==> config.mk <==
export PLATFORM = sky130hd
export DESIGN_NAME = slot_attn_seq
export DESIGN_NICKNAME = d
export VERILOG_FILES = /design/src/rtl/slot_attn_pkg.sv /design/src/rtl/slot_sync.sv /design/src/rtl/slot_tick_gen.sv /design/src/rtl/slot_debounce.sv /design/src/rtl/slot_attn_seq.sv
export SDC_FILE = /design/constraint.sdc
export NUM_CORES = 1
export LEC_CHECK = 0
export BUFFER_PORTS_ARGS = -buffer_cell sky130_fd_sc_hd__buf_2
export CORE_ASPECT_RATIO = 1.1
export CORE_MARGIN = 2
export CORE_UTILIZATION = 55
export CTS_CLUSTER_DIAMETER = 100
export DETAILED_ROUTE_END_ITERATION = 7
export GPL_TIMING_DRIVEN = 0
export PLACE_DENSITY = 0.71
export SLEW_MARGIN = 40
export SYNTH_ARGS = -nofsm -noshare
export SYNTH_HDL_FRONTEND = slang
export SYNTH_SLANG_ARGS = --single-unit
==> constraint.sdc <==
create_clock -name clk -period 6 [get_ports clk]
set_input_delay 1.2 -clock clk [delete_from_list [all_inputs] [get_ports clk]]
set_output_delay 1.2 -clock clk [all_outputs]
set_load 0.01 [all_outputs]
==> src/rtl/slot_attn_pkg.sv <==
package slot_attn_pkg;

   typedef enum logic [2:0] {
      ST_OFF      = 3'd0,
      ST_ADD_WAIT = 3'd1,
      ST_PWR_UP   = 3'd2,
      ST_ON       = 3'd3,
      ST_REM_WAIT = 3'd4
   } slot_state_e;

   localparam logic [2:0] EVT_CANCEL   = 3'd1;
   localparam logic [2:0] EVT_ADD_DONE = 3'd2;
   localparam logic [2:0] EVT_REM_DONE = 3'd3;
   localparam logic [2:0] EVT_REFUSED  = 3'd4;
   localparam logic [2:0] EVT_PG_TMO   = 3'd5;
   localparam logic [2:0] EVT_FORCED   = 3'd6;

endpackage

==> src/rtl/slot_sync.sv <==
module slot_sync #(
   parameter int             WIDTH   = 1,
   parameter int             STAGES  = 2,
   parameter logic [WIDTH-1:0] RST_VAL = '0
) (
   input  logic             clk,
   input  logic             rst_n,
   input  logic [WIDTH-1:0] d,
   output logic [WIDTH-1:0] q
);

   if (STAGES < 2) begin : g_bad_stages
      $error("slot_sync: STAGES must be at least 2");
   end

   logic [WIDTH-1:0] stg_q [STAGES];

   always_ff @(posedge clk or negedge rst_n) begin
      if (!rst_n) begin
         for (int i = 0; i < STAGES; i++) stg_q[i] <= RST_VAL;
      end else begin
         stg_q[0] <= d;
         for (int i = 1; i < STAGES; i++) stg_q[i] <= stg_q[i-1];
      end
   end

   assign q = stg_q[STAGES-1];

endmodule

==> src/rtl/slot_tick_gen.sv <==
module slot_tick_gen #(
   parameter int DIV = 50000
) (
   input  logic clk,
   input  logic rst_n,
   output logic tick
);

   if (DIV < 1) begin : g_bad_div
      $error("slot_tick_gen: DIV must be at least 1");
   end

   if (DIV == 1) begin : g_every_cycle
      assign tick = 1'b1;
   end else begin : g_counted
      localparam int CW = $clog2(DIV);
      logic [CW-1:0] cnt_q;
      always_ff @(posedge clk or negedge rst_n) begin
         if (!rst_n)                          cnt_q <= '0;
         else if (cnt_q == CW'(DIV - 1))      cnt_q <= '0;
         else                                 cnt_q <= cnt_q + 1'b1;
      end
      assign tick = (cnt_q == CW'(DIV - 1));
   end

endmodule

==> src/rtl/slot_debounce.sv <==
module slot_debounce #(
   parameter int HOLD_TICKS = 20
) (
   input  logic clk,
   input  logic rst_n,
   input  logic tick,
   input  logic din,
   output logic level,
   output logic rise
);

   if (HOLD_TICKS < 1) begin : g_bad_hold
      $error("slot_debounce: HOLD_TICKS must be at least 1");
   end

   localparam int HW = $clog2(HOLD_TICKS + 1);

   logic [HW-1:0] cnt_q;
   logic          lvl_q;
   logic          rise_q;

   always_ff @(posedge clk or negedge rst_n) begin
      if (!rst_n) begin
         cnt_q  <= '0;
         lvl_q  <= 1'b0;
         rise_q <= 1'b0;
      end else begin
         rise_q <= 1'b0;
         if (din == lvl_q) begin
            cnt_q <= '0;
         end else if (tick) begin
            if (cnt_q == HW'(HOLD_TICKS - 1)) begin
               cnt_q  <= '0;
               lvl_q  <= din;
               rise_q <= din;
            end else begin
               cnt_q <= cnt_q + 1'b1;
            end
         end
      end
   end

   assign level = lvl_q;
   assign rise  = rise_q;

endmodule

==> src/rtl/slot_attn_seq.sv <==
module slot_attn_seq
   import slot_attn_pkg::*;
#(
   parameter int CLK_HZ           = 50_000_000,
   parameter int TICK_HZ          = 1000,
   parameter int SYNC_STAGES      = 2,
   parameter int DEBOUNCE_MS      = 20,
   parameter int CANCEL_MS        = 5000,
   parameter int BLINK_HALF_MS    = 500,
   parameter int PGOOD_TIMEOUT_MS = 100
) (
   input  logic       clk,
   input  logic       rst_n,
   input  logic       btn_in,
   input  logic       latch_open_in,
   input  logic       present_in,
   input  logic       pgood_in,
   output logic       pwr_en,
   output logic       aux_en,
   output logic       pwr_led,
   output logic       attn_led,
   output logic       evt_valid,
   output logic [2:0] evt_code
);

   localparam int DIV     = CLK_HZ / TICK_HZ;
   localparam int TMR_MAX = (CANCEL_MS > PGOOD_TIMEOUT_MS) ? CANCEL_MS : PGOOD_TIMEOUT_MS;
   localparam int TMR_W   = $clog2(TMR_MAX + 1);
   localparam int BLK_W   = $clog2(BLINK_HALF_MS + 1);

   if (TICK_HZ < 1 || CLK_HZ < TICK_HZ || (CLK_HZ % TICK_HZ) != 0) begin : g_bad_clk
      $error("slot_attn_seq: CLK_HZ must be a whole multiple of TICK_HZ");
   end
   if (CANCEL_MS < 1 || PGOOD_TIMEOUT_MS < 1 || BLINK_HALF_MS < 1) begin : g_bad_time
      $error("slot_attn_seq: window, timeout and blink periods must be nonzero");
   end

   // synchronized inputs: {btn, latch_open, present, pgood}; latch resets to open
   logic [3:0] raw_in, syn;
   logic       btn_s, latch_s, present_s, pgood_s;

   assign raw_in = {btn_in, latch_open_in, present_in, pgood_in};

   slot_sync #(.WIDTH(4), .STAGES(SYNC_STAGES), .RST_VAL(4'b0100)) u_sync (
      .clk   (clk),
      .rst_n (rst_n),
      .d     (raw_in),
      .q     (syn)
   );

   assign {btn_s, latch_s, present_s, pgood_s} = syn;

   logic tick;
   slot_tick_gen #(.DIV(DIV)) u_tick (
      .clk   (clk),
      .rst_n (rst_n),
      .tick  (tick)
   );

   logic btn_level, press;
   slot_debounce #(.HOLD_TICKS(DEBOUNCE_MS)) u_deb (
      .clk   (clk),
      .rst_n (rst_n),
      .tick  (tick),
      .din   (btn_s),
      .level (btn_level),
      .rise  (press)
   );

   // free-running blink phase
   logic [BLK_W-1:0] blk_q;
   logic             blk_ph_q;

   always_ff @(posedge clk or negedge rst_n) begin
      if (!rst_n) begin
         blk_q    <= '0;
         blk_ph_q <= 1'b0;
      end else if (tick) begin
         if (blk_q == BLK_W'(BLINK_HALF_MS - 1)) begin
            blk_q    <= '0;
            blk_ph_q <= ~blk_ph_q;
         end else begin
            blk_q <= blk_q + 1'b1;
         end
      end
   end

   // sequencer
   slot_state_e      st_q;
   logic [TMR_W-1:0] tmr_q;
   logic             fault_q;
   logic             evt_v_q;
   logic [2:0]       evt_c_q;
   logic             aux_q;
   logic             add_ok;
   logic             win_end;
   logic             pg_end;

   assign add_ok  = present_s & ~latch_s;
   assign win_end = tick && (tmr_q == TMR_W'(CANCEL_MS - 1));
   assign pg_end  = tick && (tmr_q == TMR_W'(PGOOD_TIMEOUT_MS - 1));

   always_ff @(posedge clk or negedge rst_n) begin
      if (!rst_n) begin
         st_q    <= ST_OFF;
         tmr_q   <= '0;
         fault_q <= 1'b0;
         evt_v_q <= 1'b0;
         evt_c_q <= '0;
         aux_q   <= 1'b0;
      end else begin
         evt_v_q <= 1'b0;
         aux_q   <= ~latch_s;
         if (tick) tmr_q <= tmr_q + 1'b1;
         unique case (st_q)
            ST_OFF: begin
               if (press) begin
                  tmr_q <= '0;
                  if (add_ok) begin
                     fault_q <= 1'b0;
                     st_q    <= ST_ADD_WAIT;
                  end else begin
                     fault_q <= 1'b1;
                     evt_v_q <= 1'b1;
                     evt_c_q <= EVT_REFUSED;
                  end
               end
            end
            ST_ADD_WAIT: begin
               if (press) begin
                  st_q    <= ST_OFF;
                  evt_v_q <= 1'b1;
                  evt_c_q <= EVT_CANCEL;
               end else if (win_end) begin
                  tmr_q <= '0;
                  if (add_ok) begin
                     st_q <= ST_PWR_UP;
                  end else begin
                     st_q    <= ST_OFF;
                     fault_q <= 1'b1;
                     evt_v_q <= 1'b1;
                     evt_c_q <= EVT_REFUSED;
                  end
               end
            end
            ST_PWR_UP: begin
               if (latch_s) begin
                  st_q    <= ST_OFF;
                  fault_q <= 1'b1;
                  evt_v_q <= 1'b1;
                  evt_c_q <= EVT_FORCED;
               end else if (pgood_s) begin
                  st_q    <= ST_ON;
                  evt_v_q <= 1'b1;
                  evt_c_q <= EVT_ADD_DONE;
               end else if (pg_end) begin
                  st_q    <= ST_OFF;
                  fault_q <= 1'b1;
                  evt_v_q <= 1'b1;
                  evt_c_q <= EVT_PG_TMO;
               end
            end
            ST_ON: begin
               if (latch_s) begin
                  st_q    <= ST_OFF;
                  fault_q <= 1'b1;
                  evt_v_q <= 1'b1;
                  evt_c_q <= EVT_FORCED;
               end else if (press) begin
                  tmr_q <= '0;
                  st_q  <= ST_REM_WAIT;
               end
            end
            ST_REM_WAIT: begin
               if (latch_s) begin
                  st_q    <= ST_OFF;
                  fault_q <= 1'b1;
                  evt_v_q <= 1'b1;
                  evt_c_q <= EVT_FORCED;
               end else if (press) begin
                  st_q    <= ST_ON;
                  evt_v_q <= 1'b1;
                  evt_c_q <= EVT_CANCEL;
               end else if (win_end) begin
                  st_q    <= ST_OFF;
                  evt_v_q <= 1'b1;
                  evt_c_q <= EVT_REM_DONE;
               end
            end
            default: st_q <= ST_OFF;
         endcase
      end
   end

   logic blinking;
   assign blinking  = (st_q == ST_ADD_WAIT) || (st_q == ST_PWR_UP) || (st_q == ST_REM_WAIT);
   assign pwr_en    = (st_q == ST_PWR_UP) || (st_q == ST_ON) || (st_q == ST_REM_WAIT);
   assign pwr_led   = (st_q == ST_ON) || (blinking && blk_ph_q);
   assign attn_led  = fault_q;
   assign aux_en    = aux_q;
   assign evt_valid = evt_v_q;
   assign evt_code  = evt_c_q;

   logic unused_lvl;
   assign unused_lvl = btn_level;

endmodule

==> reports/qor.yml <==
synthesis:
  ys_seq_area_share_pct: 49.0
  synth.ff_latch_count: 63
  synthFlopType: "dfrtp_1"
  synth_cell_types: 52
  synth.yosys.warnings: 0
  synthCells: 333
  synth_edf_count: 0
  synth_area_per_cell_um2: 9.67
  synthesis.nets: 344
  syn-cell-area_um2: 3220
  async_flop_share_pct: 100
critical_path:
  crit_buf_inv: 3
  cpMaxStageDelayCell: "dfrtp_1"
  worstSetupPathType: "reg2out"
  path_max_fanout: 10
  required_ps: 4800
  critPathTopFamily: "buffers and inverters"
  endpoint_kind: "output port"
  cp-start-kind: "register"
  crit_chain: "clkbuf_1 > buf_1 > nand3_1 > o21ai_0 > buf_2"
  slowest_delay_ps: 460
  arrival_ps: 1930
detailed_routing:
  num_vias: 2517
  antenna_left: 0
  routed_wl_um: 6460
  drc_errors: 0
  first_pass_iters: 5
  detail_route.iter0.violations: 192
  vias_per_cell: 5.75
  post_drt_wl_per_cell_um: 14.8
grt:
  grt_pass1_wl_um: 11600
  grt_max_degree: 64
  grt.total_usage_pct: 22.6
  overflow: 0
  antenna_found_initial: 0
  grt_pass1_vias: 2416
sta:
  finalHoldViolCount: 0
  worst_pin_slew_ps: 646
  setup-tns-final_ps: 0
  skew_ps: 11.5
  setup_violations: 0
  rsz0062_at_grt: "no"
  fin_crit_sh_pct: 52.2
  layout_min_cycle_time_ps: 3130
  worst_slew_margin_rel_pct: 56.8
  max_freq_ghz: 0.319
  finalMaxSlewViolations: 0
min_path:
  hold_path_class: "reg2reg"
cts:
  cts_tree: "yes"
  cts_max_level: 3
  cts_root_buffer: "clkbuf_8"
  cts_hold_buf: 0
  cts.sinks: 63
  max-clock-path-buffers: 2
  clkTransAtPathRegs_ps: 70
  cts_resized: 0
  clkLatencyLatePin_ps: 340
  postCtsSetupRepairBufs: 0
  cts_inserted_buffers: 9
power:
  power_density_nw_per_um2: 223
  vdd_drop_max_mv: 0.144
  leakage_nw: 1.62
final_layout:
  nets: 368
  drive_above_1_share_pct: 11.1
  num_antenna_cells: 0
  final_area_um2: 3570
  synthToLayoutAreaGrowth_pct: 10.8
floorplan:
  die_y_um: 84.2
  io_pins: 14
  core_um2: 5700
  initial_core_util_pct: 56.5
  die_x_um: 76.9
  row_count: 29
  die_area_um2: 6480
run_status:
  status: "completed"
placement:
  placed_area_um2: 3380
  globalplace.congestion: 0.902
  dpl.hpwl_um: 4480
  numPortBuffers: 13
flow_run:
  maxCapViolCount: 0
==> Yosys cell counts (5+ instances only) <==
library cell / n / area, um2
nand4_1: 11 / 68.8
nand3_1: 14 / 70.1
a21oi_1: 11 / 55.1
xnor2_1: 17 / 149
nor2b_1: 7 / 43.8
dfrtp_1: 61 / 1530
nand2_1: 34 / 128
inv_1: 8 / 30.0
o21ai_0: 12 / 60.1
xor2_1: 17 / 149
and3_1: 6 / 37.5
nor2_1: 52 / 195
clkbuf_1: 7 / 26.3
nor3_1: 7 / 35.0
ha_1: 5 / 62.6
a31oi_1: 12 / 75.1
==> cell type report <==
class                   count  area, um2
plain buffers              10       40.0
clock buffers              11        131
clock inverters             4       47.5
fillers                   492       2130
inverters                   8       30.0
multi-input cells         252       1570
flip-flops and latches     63       1580
well taps                  77       96.3
repair buffers             13       71.3
==> cells by family (layout without fill, tap and decap cells) <==
family / Yosys count / in the layout / synth area share [%]
mux: 5 / 5 / 1.71
simple gates: 152 / 152 / 24.3
flops: 63 / 63 / 49.0
compound gates: 56 / 56 / 11.5
buf+inv: 18 / 46 / 2.18
xor+xnor: 34 / 34 / 9.25
fa+ha+maj: 5 / 5 / 1.94
==> report_power, final <==
group          leakage, nW  total [mW]  internal (mW)  switching, mW
combinational        0.688      0.0171        0.00420         0.0129
clock               0.0892       0.347          0.188          0.158
sequential           0.843       0.430          0.428        0.00187
==> worst register-to-register path: stages, from the launching register on <==
cell     delay, ps
dfrtp_1        410
ha_1           160
or4b_1         470
nor4b_2        620
a31oi_1        170
o22a_1         210
nor2_1         250
buf_2          280
nor2_1          80
==> state kept, by name, summed over array words and instances, names as in the netlist, 3 cells and up <==
register and cells:
evt_code 3, u_sync.stg_q 4, st_q 3, u_sync.q 4, u_tick.g_counted.cnt_q 16, tmr_q 13
u_deb.cnt_q 5, blk_q 9
==> layout by cell type (no fill, tap or decap), types with 6 or more instances in the layout <==
cell type / synthesis / layout
dfrtp_1: 61 / 61
nor2_1: 52 / 52
nand2_1: 34 / 34
xor2_1: 17 / 17
xnor2_1: 17 / 17
buf_2: 2 / 14
nand3_1: 14 / 14
a31oi_1: 12 / 12
o21ai_0: 12 / 12
nand4_1: 11 / 11
a21oi_1: 11 / 11
clkbuf_1: 7 / 9
clkbuf_8: 0 / 9
inv_1: 8 / 8
nor2b_1: 7 / 7
nor3_1: 7 / 7
and3_1: 6 / 6
==> per-stage QoR <==
step                instances  utilization [%]  setup slack, ps  hold slack (ps)  total power [mW]
floorplan                 333                -             3590              331             0.443
global placement          423             59.3             3230              337             0.455
detailed placement        423             59.4             3250              336             0.456
CTS                       438             62.5             2870              352             0.802
global route              438             62.6             2700              369             0.825
finish                    438             62.6             2870              353             0.794
==> metal layers <==
metal / vias to the layer above / global-route usage (%) / share of wire, %
li1: 1224 / - / -
met2: 64 / 34.8 / 48
met3: 18 / 4.73 / 3.9
met4: 0 / 11.1 / 2.6
met1: 1211 / 30.5 / 46
met5: - / 0 / 0
==> final timing paths <==
kind	to	slack [ps]	start	depth (start not counted)
worst min register to register	u_sync.q[1]	350	u_sync.stg_q[5]	0
worst max register to register	tmr_q[5]	3250	tmr_q[0]	8
worst max-delay path	pwr_led	2870	st_q[2]	5
min in group asynchronous	aux_en	810	rst_n	1
worst min-delay path	u_sync.q[1]	350	u_sync.stg_q[5]	0
max in group asynchronous	u_tick.g_counted.cnt_q[2]	4760	rst_n	1
(Power assumes the default switching activity.)
